<file path="config.mk">
export PLATFORM = sky130hd
export DESIGN_NAME = gpio_bank32
export DESIGN_NICKNAME = d
export VERILOG_FILES = /design/src/rtl/gpio_bank_pkg.sv /design/src/rtl/gpio_bank_decode.sv /design/src/rtl/gpio_bank_bitreg.sv /design/src/rtl/gpio_bank_sync.sv /design/src/rtl/gpio_bank32.sv
export SDC_FILE = /design/constraint.sdc
export NUM_CORES = 1
export LEC_CHECK = 0
export BUFFER_PORTS_ARGS = -buffer_cell sky130_fd_sc_hd__buf_2
export CORE_ASPECT_RATIO = 1.1
export CORE_MARGIN = 3
export CORE_UTILIZATION = 57
export CTS_CLUSTER_SIZE = 14
export DETAILED_ROUTE_END_ITERATION = 16
export HOLD_SLACK_MARGIN = 0.15
export PLACE_DENSITY = 0.89
export SKIP_CTS_REPAIR_TIMING = 1
export SYNTH_ARGS = -nofsm -noshare
export SYNTH_HDL_FRONTEND = slang
export SYNTH_SLANG_ARGS = --single-unit
</file>
<file path="constraint.sdc">
create_clock -name clk -period 6.25 [get_ports clk]
set_input_delay 0.3125 -clock clk [delete_from_list [all_inputs] [get_ports clk]]
set_output_delay 0.3125 -clock clk [all_outputs]
set_load 0.03 [all_outputs]
</file>
<file path="src/rtl/gpio_bank_pkg.sv">
package gpio_bank_pkg;

  localparam int unsigned BUS_W = 32;

  localparam int unsigned OFS_DOUT     = 'h00;
  localparam int unsigned OFS_DIN      = 'h04;
  localparam int unsigned OFS_DIR      = 'h08;
  localparam int unsigned OFS_DOUT_SET = 'h40;
  localparam int unsigned OFS_DOUT_CLR = 'h44;
  localparam int unsigned OFS_DIR_SET  = 'h48;
  localparam int unsigned OFS_DIR_CLR  = 'h4C;

  typedef struct packed {
    logic load;
    logic set;
    logic clr;
  } reg_op_t;

  typedef enum logic [1:0] {
    RSEL_ZERO = 2'd0,
    RSEL_DOUT = 2'd1,
    RSEL_DIN  = 2'd2,
    RSEL_DIR  = 2'd3
  } rd_sel_t;

endpackage

</file>
<file path="src/rtl/gpio_bank_decode.sv">
module gpio_bank_decode
  import gpio_bank_pkg::*;
#(
  parameter int unsigned ADDR_W = 8
) (
  input  logic [ADDR_W-1:0] addr,
  input  logic              we,
  output reg_op_t           dout_op,
  output reg_op_t           dir_op,
  output rd_sel_t           rd_sel
);

  always_comb begin
    dout_op = '0;
    dir_op  = '0;
    if (we) begin
      dout_op.load = (addr == ADDR_W'(OFS_DOUT));
      dout_op.set  = (addr == ADDR_W'(OFS_DOUT_SET));
      dout_op.clr  = (addr == ADDR_W'(OFS_DOUT_CLR));
      dir_op.load  = (addr == ADDR_W'(OFS_DIR));
      dir_op.set   = (addr == ADDR_W'(OFS_DIR_SET));
      dir_op.clr   = (addr == ADDR_W'(OFS_DIR_CLR));
    end
  end

  always_comb begin
    if (addr == ADDR_W'(OFS_DOUT))     rd_sel = RSEL_DOUT;
    else if (addr == ADDR_W'(OFS_DIN)) rd_sel = RSEL_DIN;
    else if (addr == ADDR_W'(OFS_DIR)) rd_sel = RSEL_DIR;
    else                               rd_sel = RSEL_ZERO;
  end

endmodule

</file>
<file path="src/rtl/gpio_bank_bitreg.sv">
module gpio_bank_bitreg
  import gpio_bank_pkg::*;
#(
  parameter int unsigned W = 32
) (
  input  logic         clk,
  input  logic         rst_n,
  input  reg_op_t      op,
  input  logic [W-1:0] wdata,
  output logic [W-1:0] q
);

  logic [W-1:0] d;
  logic         en;

  always_comb begin
    en = op.load | op.set | op.clr;
    d  = q;
    if (op.load)     d = wdata;
    else if (op.set) d = q | wdata;
    else if (op.clr) d = q & ~wdata;
  end

  always_ff @(posedge clk or negedge rst_n) begin
    if (!rst_n)  q <= '0;
    else if (en) q <= d;
  end

endmodule

</file>
<file path="src/rtl/gpio_bank_sync.sv">
module gpio_bank_sync #(
  parameter int unsigned W      = 32,
  parameter int unsigned STAGES = 2
) (
  input  logic         clk,
  input  logic         rst_n,
  input  logic [W-1:0] din,
  output logic [W-1:0] dout
);

  localparam int unsigned DEPTH = (STAGES < 2) ? 2 : STAGES;

  logic [DEPTH-1:0][W-1:0] stage_q;
  logic [DEPTH-1:0][W-1:0] stage_d;

  always_comb stage_d = {stage_q[DEPTH-2:0], din};

  always_ff @(posedge clk or negedge rst_n) begin
    if (!rst_n) stage_q <= '0;
    else        stage_q <= stage_d;
  end

  assign dout = stage_q[DEPTH-1];

endmodule

</file>
<file path="src/rtl/gpio_bank32.sv">
module gpio_bank32
  import gpio_bank_pkg::*;
#(
  parameter int unsigned ADDR_W      = 8,
  parameter int unsigned PIN_COUNT   = 32,
  parameter int unsigned SYNC_STAGES = 2
) (
  input  logic                 clk,
  input  logic                 rst_n,
  input  logic [ADDR_W-1:0]    bus_addr,
  input  logic                 bus_we,
  input  logic [BUS_W-1:0]     bus_wdata,
  output logic [BUS_W-1:0]     bus_rdata,
  output logic [PIN_COUNT-1:0] pin_out,
  output logic [PIN_COUNT-1:0] pin_oe,
  input  logic [PIN_COUNT-1:0] pin_in
);

  logic                 rst_core_n;
  reg_op_t              dout_op;
  reg_op_t              dir_op;
  rd_sel_t              rd_sel;
  logic [PIN_COUNT-1:0] dout_q;
  logic [PIN_COUNT-1:0] dir_q;
  logic [PIN_COUNT-1:0] din_s;

  // Reset release synchronizer: assert asynchronously, release on clk.
  gpio_bank_sync #(.W(1), .STAGES(2)) u_rst_sync (
    .clk   (clk),
    .rst_n (rst_n),
    .din   (1'b1),
    .dout  (rst_core_n)
  );

  gpio_bank_decode #(.ADDR_W(ADDR_W)) u_decode (
    .addr    (bus_addr),
    .we      (bus_we),
    .dout_op (dout_op),
    .dir_op  (dir_op),
    .rd_sel  (rd_sel)
  );

  gpio_bank_bitreg #(.W(PIN_COUNT)) u_dout_reg (
    .clk   (clk),
    .rst_n (rst_core_n),
    .op    (dout_op),
    .wdata (bus_wdata[PIN_COUNT-1:0]),
    .q     (dout_q)
  );

  gpio_bank_bitreg #(.W(PIN_COUNT)) u_dir_reg (
    .clk   (clk),
    .rst_n (rst_core_n),
    .op    (dir_op),
    .wdata (bus_wdata[PIN_COUNT-1:0]),
    .q     (dir_q)
  );

  gpio_bank_sync #(.W(PIN_COUNT), .STAGES(SYNC_STAGES)) u_pad_sync (
    .clk   (clk),
    .rst_n (rst_core_n),
    .din   (pin_in),
    .dout  (din_s)
  );

  always_comb begin
    bus_rdata = '0;
    unique case (rd_sel)
      RSEL_DOUT: bus_rdata[PIN_COUNT-1:0] = dout_q;
      RSEL_DIN:  bus_rdata[PIN_COUNT-1:0] = din_s;
      RSEL_DIR:  bus_rdata[PIN_COUNT-1:0] = dir_q;
      default:   bus_rdata = '0;
    endcase
  end

  assign pin_out = dout_q;
  assign pin_oe  = dir_q;

endmodule

</file>
Word level (Yosys, flattened, before mapping)
Index checks and enable logic that the tools add are counted.
{"block": "totals", "ff_bits": 130, "latch_bits": 0, "ram_bits": 0, "mem_bits_ro": 0, "inputBits": 75, "wordCells": 41, "mem_count": 0}
{"block": "op_classes", "addsub": 0, "multipliers": 0, "div_mod_pow": 0, "order_cmp": 0, "eq_ne": 9, "n_shift": 0, "mux": 12, "bitwise_logic": 9, "reduce_logical": 5}
{"operator": "$mux W32", "count": 6}
{"operator": "$pmux W32 S3", "count": 1}
{"operator": "$and A32 B32 Y32", "count": 2}
{"operator": "$or A32 B32 Y32", "count": 2}
{"operator": "$eq A8 B7 Y1 const B", "count": 4}
{"operator": "$not A32 Y32", "count": 1}
{"operator": "$eq A8 B3 Y1 const B", "count": 1}
{"operator": "$eq A8 B4 Y1 const B", "count": 1}
{"operator": "$logic_not A8 Y1", "count": 1}
{"operator": "$mux W2", "count": 3}
{"operator": "$mux W3", "count": 2}
{"operator": "$reduce_bool A3 Y1", "count": 2}
{"operator": "$eq A2 B2 Y1 const B", "count": 2}
{"operator": "$or A1 B1 Y1", "count": 4}
{"operator": "$reduce_and A2 Y1", "count": 2}
{"operator": "$eq A2 B1 Y1 const B", "count": 1}

Longest topological paths before layout
{"block": "logic_depth", "depth_word": 6, "mapped_depth": 6, "ltp_nobuf": 3}

By module
Synthesis repeated with hierarchy kept, for this count alone.
{"block": "hier_totals", "hier_cells": 377, "hier_area_um2": 5316.3}
{"module": "gpio_bank_bitreg", "n_inst": 2, "cells_each": 108, "area_each_um2": 1326.3, "seq_area_each_um2": 800.8}
{"module": "gpio_bank_sync at u_pad_sync", "n_inst": 1, "cells_each": 64, "area_each_um2": 1601.5, "seq_area_each_um2": 1601.5}
{"module": "gpio_bank32", "n_inst": 1, "cells_each": 78, "area_each_um2": 903.4, "seq_area_each_um2": 0.0}
{"module": "gpio_bank_decode", "n_inst": 1, "cells_each": 17, "area_each_um2": 108.9, "seq_area_each_um2": 0.0}
{"module": "gpio_bank_sync at u_rst_sync", "n_inst": 1, "cells_each": 2, "area_each_um2": 50.0, "seq_area_each_um2": 50.0}

Worst setup path after synthesis
OpenSTA, ideal clock, no wires.
{"block": "synth_path", "path_kind": "in2out", "start": "input bus_addr[5]", "end": "output bus_rdata[17]", "arrival_time_ns": 1.918, "required_ns": 5.938, "slack_ns": 4.020, "cell_stages": 5, "path_buffers": 2, "cell_sequence": "or4_4 buf_6 or3_1 clkbuf_2 a21oi_1"}
{"block": "synth_between", "elab_chain_len": 6, "elab_cells_between_ends": 10, "cone_classes": "eq/ne (5); mux (4); reduce/logical (1)"}
{"element": "from (decl)", "line_no": "gpio_bank32.sv:10", "source": "input logic [ADDR_W-1:0] bus_addr,"}
{"element": "$eq A8 B4 Y1", "line_no": "gpio_bank_decode.sv:29", "source": "else if (addr == ADDR_W'(OFS_DIR)) rd_sel = RSEL_DIR;"}
{"element": "$mux W2", "line_no": "gpio_bank_decode.sv:29"}
{"element": "$mux W2", "line_no": "gpio_bank_decode.sv:28", "source": "else if (addr == ADDR_W'(OFS_DIN)) rd_sel = RSEL_DIN;"}
{"element": "$mux W2 (*)", "line_no": "gpio_bank_decode.sv:27", "source": "if (addr == ADDR_W'(OFS_DOUT)) rd_sel = RSEL_DOUT;"}
{"element": "$eq A2 B2 Y1 or $eq A2 B1 Y1 (tied branches)", "line_no": "gpio_bank32.sv:68", "source": "unique case (rd_sel)"}
{"element": "$pmux W32 S3 (*)", "line_no": "gpio_bank32.sv:68"}
{"element": "to (decl)", "line_no": "gpio_bank32.sv:13", "source": "output logic [BUS_W-1:0] bus_rdata,"}
Every way passes the cells marked *; elsewhere a longest branch is shown, timed or not.

Worst setup path in the final report
{"block": "layout_path", "start": "input bus_addr[5]", "end": "output bus_rdata[12]"}
Same word-level chain as after synthesis.

==> impl_metrics.ini <==
[cells_and_area]
nFillCells = 711
syn_to_final_growth_pct = 29.04
antenna_cells = 0
drive_gt1_frac = 0.3357
fin_area_um2 = 7961
final_nets = 893

[critical_path]
path_max_fanout = 65
crit_arrival_ns = 2.76
critPathCaptureType = primary output
ff2ff_path_depth = 1
crit_type = input pin to primary output
cp-start-kind = input pin
cp.required_ns = 5.94

[floorplanning]
rows = 39
start_util = 0.5881
die_x_um = 105.2
design.die.area_um2 = 12110
die_h_um = 115.1
core-area_um2 = 10490
io-pin-count = 171

[synthesis]
synthSimpleGateAreaFrac = 0.2328
syn_area_per_cell_um2 = 9.595
synth_commonest_cells = 130 x dfrtp_1, 128 x nand3_1, 128 x o21ai_0
synth_flop_cell = dfrtp_1
synth_top_family_by_area = simple AND/OR/NAND/NOR gates
synth_top_cell_by_area = dfrtp_1
synthAdderAreaFrac = 0
yosys-top-cells-area = dfrtp_1 53%, nand3_1 10%, o21ai_0 10%
synthDistinctLibCells = 21
synth_top_area_frac = 0.5273
syn_nets = 718
synth-compound-area-share = 0.1480
ys_seq_area_frac = 0.5273
ys_warn_count = 0
ys_ff_latch = 130
syn_inst = 643
synthMuxAreaShare = 0.05192
synth_edf_count = 0
synth-xor-area-share = 0
synth_most_common_cell = dfrtp_1
synthArstFlopShare = 1.000
syn_area_um2 = 6170

[placed_design]
routabilityCongestion = 0.8119
dpl_cell_area_um2 = 7046
port_buffers = 170
hpwl_mm = 11.21

[detailed_routing]
num_vias = 5857
wirelength_mm = 18.52
dr.pass1.iters = 5
drt_iter0_markers = 465
routedWlPerCell_um = 19.01
ant_nets = 0
vias_per_cell = 6.013
drc = 0

[global_route]
grt_pass1_wl_mm = 28.26
track_usage = 0.3003
antenna_found_initial = 0
overflow = 0
grt_max_degree = 68
grt_pass1_vias = 5722

[outcome]
status = finished clean

[cts]
cts_root_buf = clkbuf_16
clock_latency_ns = 0.43
path_clk_slew_ns = 0.06
cts_buffers = 17
clockBufferDepth = 2
htreeDepth = 4
numClockSinks = 130
cts_tree = done

[sta]
tns_ns = 0
fmax_mhz = 325.3
hold_viol = 0
timing.slew.headroom = 0.1417
period_needed_ns = 3.075
setup_viol = 0
rsz0062_at_grt = no
fin_skew_ns = 0.009218
period_share = 0.4919
worst_pin_slew_ns = 1.285
slew_violations = 0

[min_path]
hold_path_class = input pin to async pin

[power_and_ir_drop]
cellPowerDensity_nw_per_um2 = 258.7
power.leakage_nw = 3.193
vdd_drop_max_v = 0.0002094

[flow_run]
maxCapViolations = 0
[per-layer routing]
layer  global-route usage  vias to the layer above  share of wire
li1                     -                     2586              -
met1               0.3633                     2854           0.38
met2               0.5060                      359           0.51
met3              0.06906                       58          0.082
met4               0.1557                        0          0.029
met5                    0                        -              0
[cell type report]
class | count | area [µm²] | area share
timing repair buffer | 211 | 1241 | 0.1559
multi-input combinational | 458 | 2699 | 0.3390
clock inverter | 14 | 156.4 | 0.01964
clock buffer | 18 | 429.2 | 0.05391
tap | 143 | 178.9 | 0.02247
sequential | 130 | 3257 | 0.4091
[where the power goes]
group          total [mW]  internal, mW  switching, mW
Sequential          0.887         0.868         0.0188
Combinational       0.193        0.0755          0.117
Clock               0.980         0.592          0.388
Total                2.06          1.54          0.524
[through the flow]
stage | power (mW) | hold WS, ns | std cells | setup WS (ns) | utilization
floorplan | 1.007 | 0.01691 | 643 | 2.360 | -
global placement | 1.064 | 0.09735 | 909 | 3.283 | 0.6716
detailed placement | 1.074 | 0.1040 | 909 | 3.225 | 0.6716
CTS | 2.049 | -0.3485 | 941 | 3.205 | 0.7274
global route | 2.129 | 0.1956 | 974 | 3.120 | 0.7589
finish | 2.060 | 0.2109 | 974 | 3.175 | 0.7589
[cells by family (layout without fill, tap and decap cells)]
group	count (synthesis)	in the layout
mux	32	32
other cells	1	1
buf+inv	55	243
compound gates	160	160
flops	130	130
simple gates	265	265
[worst paths after layout]
path | to | startpoint | slack (ns)
setup / recovery | bus_rdata[12] | bus_addr[5] | 3.18
hold / removal | u_rst_sync.stage_d[1] | rst_n | 0.21
setup reg to reg | u_pad_sync.dout[20] | u_rst_sync.dout | 4.47
hold reg to reg | u_pad_sync.dout[11] | u_pad_sync.stage_d[43] | 0.35
max in group asynchronous | u_pad_sync.dout[20] | u_rst_sync.dout | 4.47
min in group clk | flop | bus_wdata[18] | 0.25
[worst max-delay path: stages]
cell and delay [ns]:
buf_2 0.12, or4_4 0.83, or3_2 0.95, a21oi_2 0.30, buf_2 0.23
[cells in the final DEF, fill, tap and decap left out]
master	count
buf_2	170
dfrtp_1	129
o21ai_0	128
nand3_1	128
nor2b_1	64
dlygate4sd3_1	33
mux2i_1	32
or2_2	32
nand2_1	32
a21oi_2	30
clkbuf_16	17
buf_4	8
clkinvlp_4	4
inv_6	4
clkinv_4	3
a21oi_1	2
bufinv_16	2
nor2b_2	1
or4_4	1
or3_2	1
nor2b_4	1
nand3b_1	1
nor4_4	1
and3b_1	1
or3b_2	1
nor3b_2	1
clkbuf_1	1
clkinv_2	1
dfrtp_4	1
conb_1	1
No activity file was read; power rests on OpenSTA's default activity.
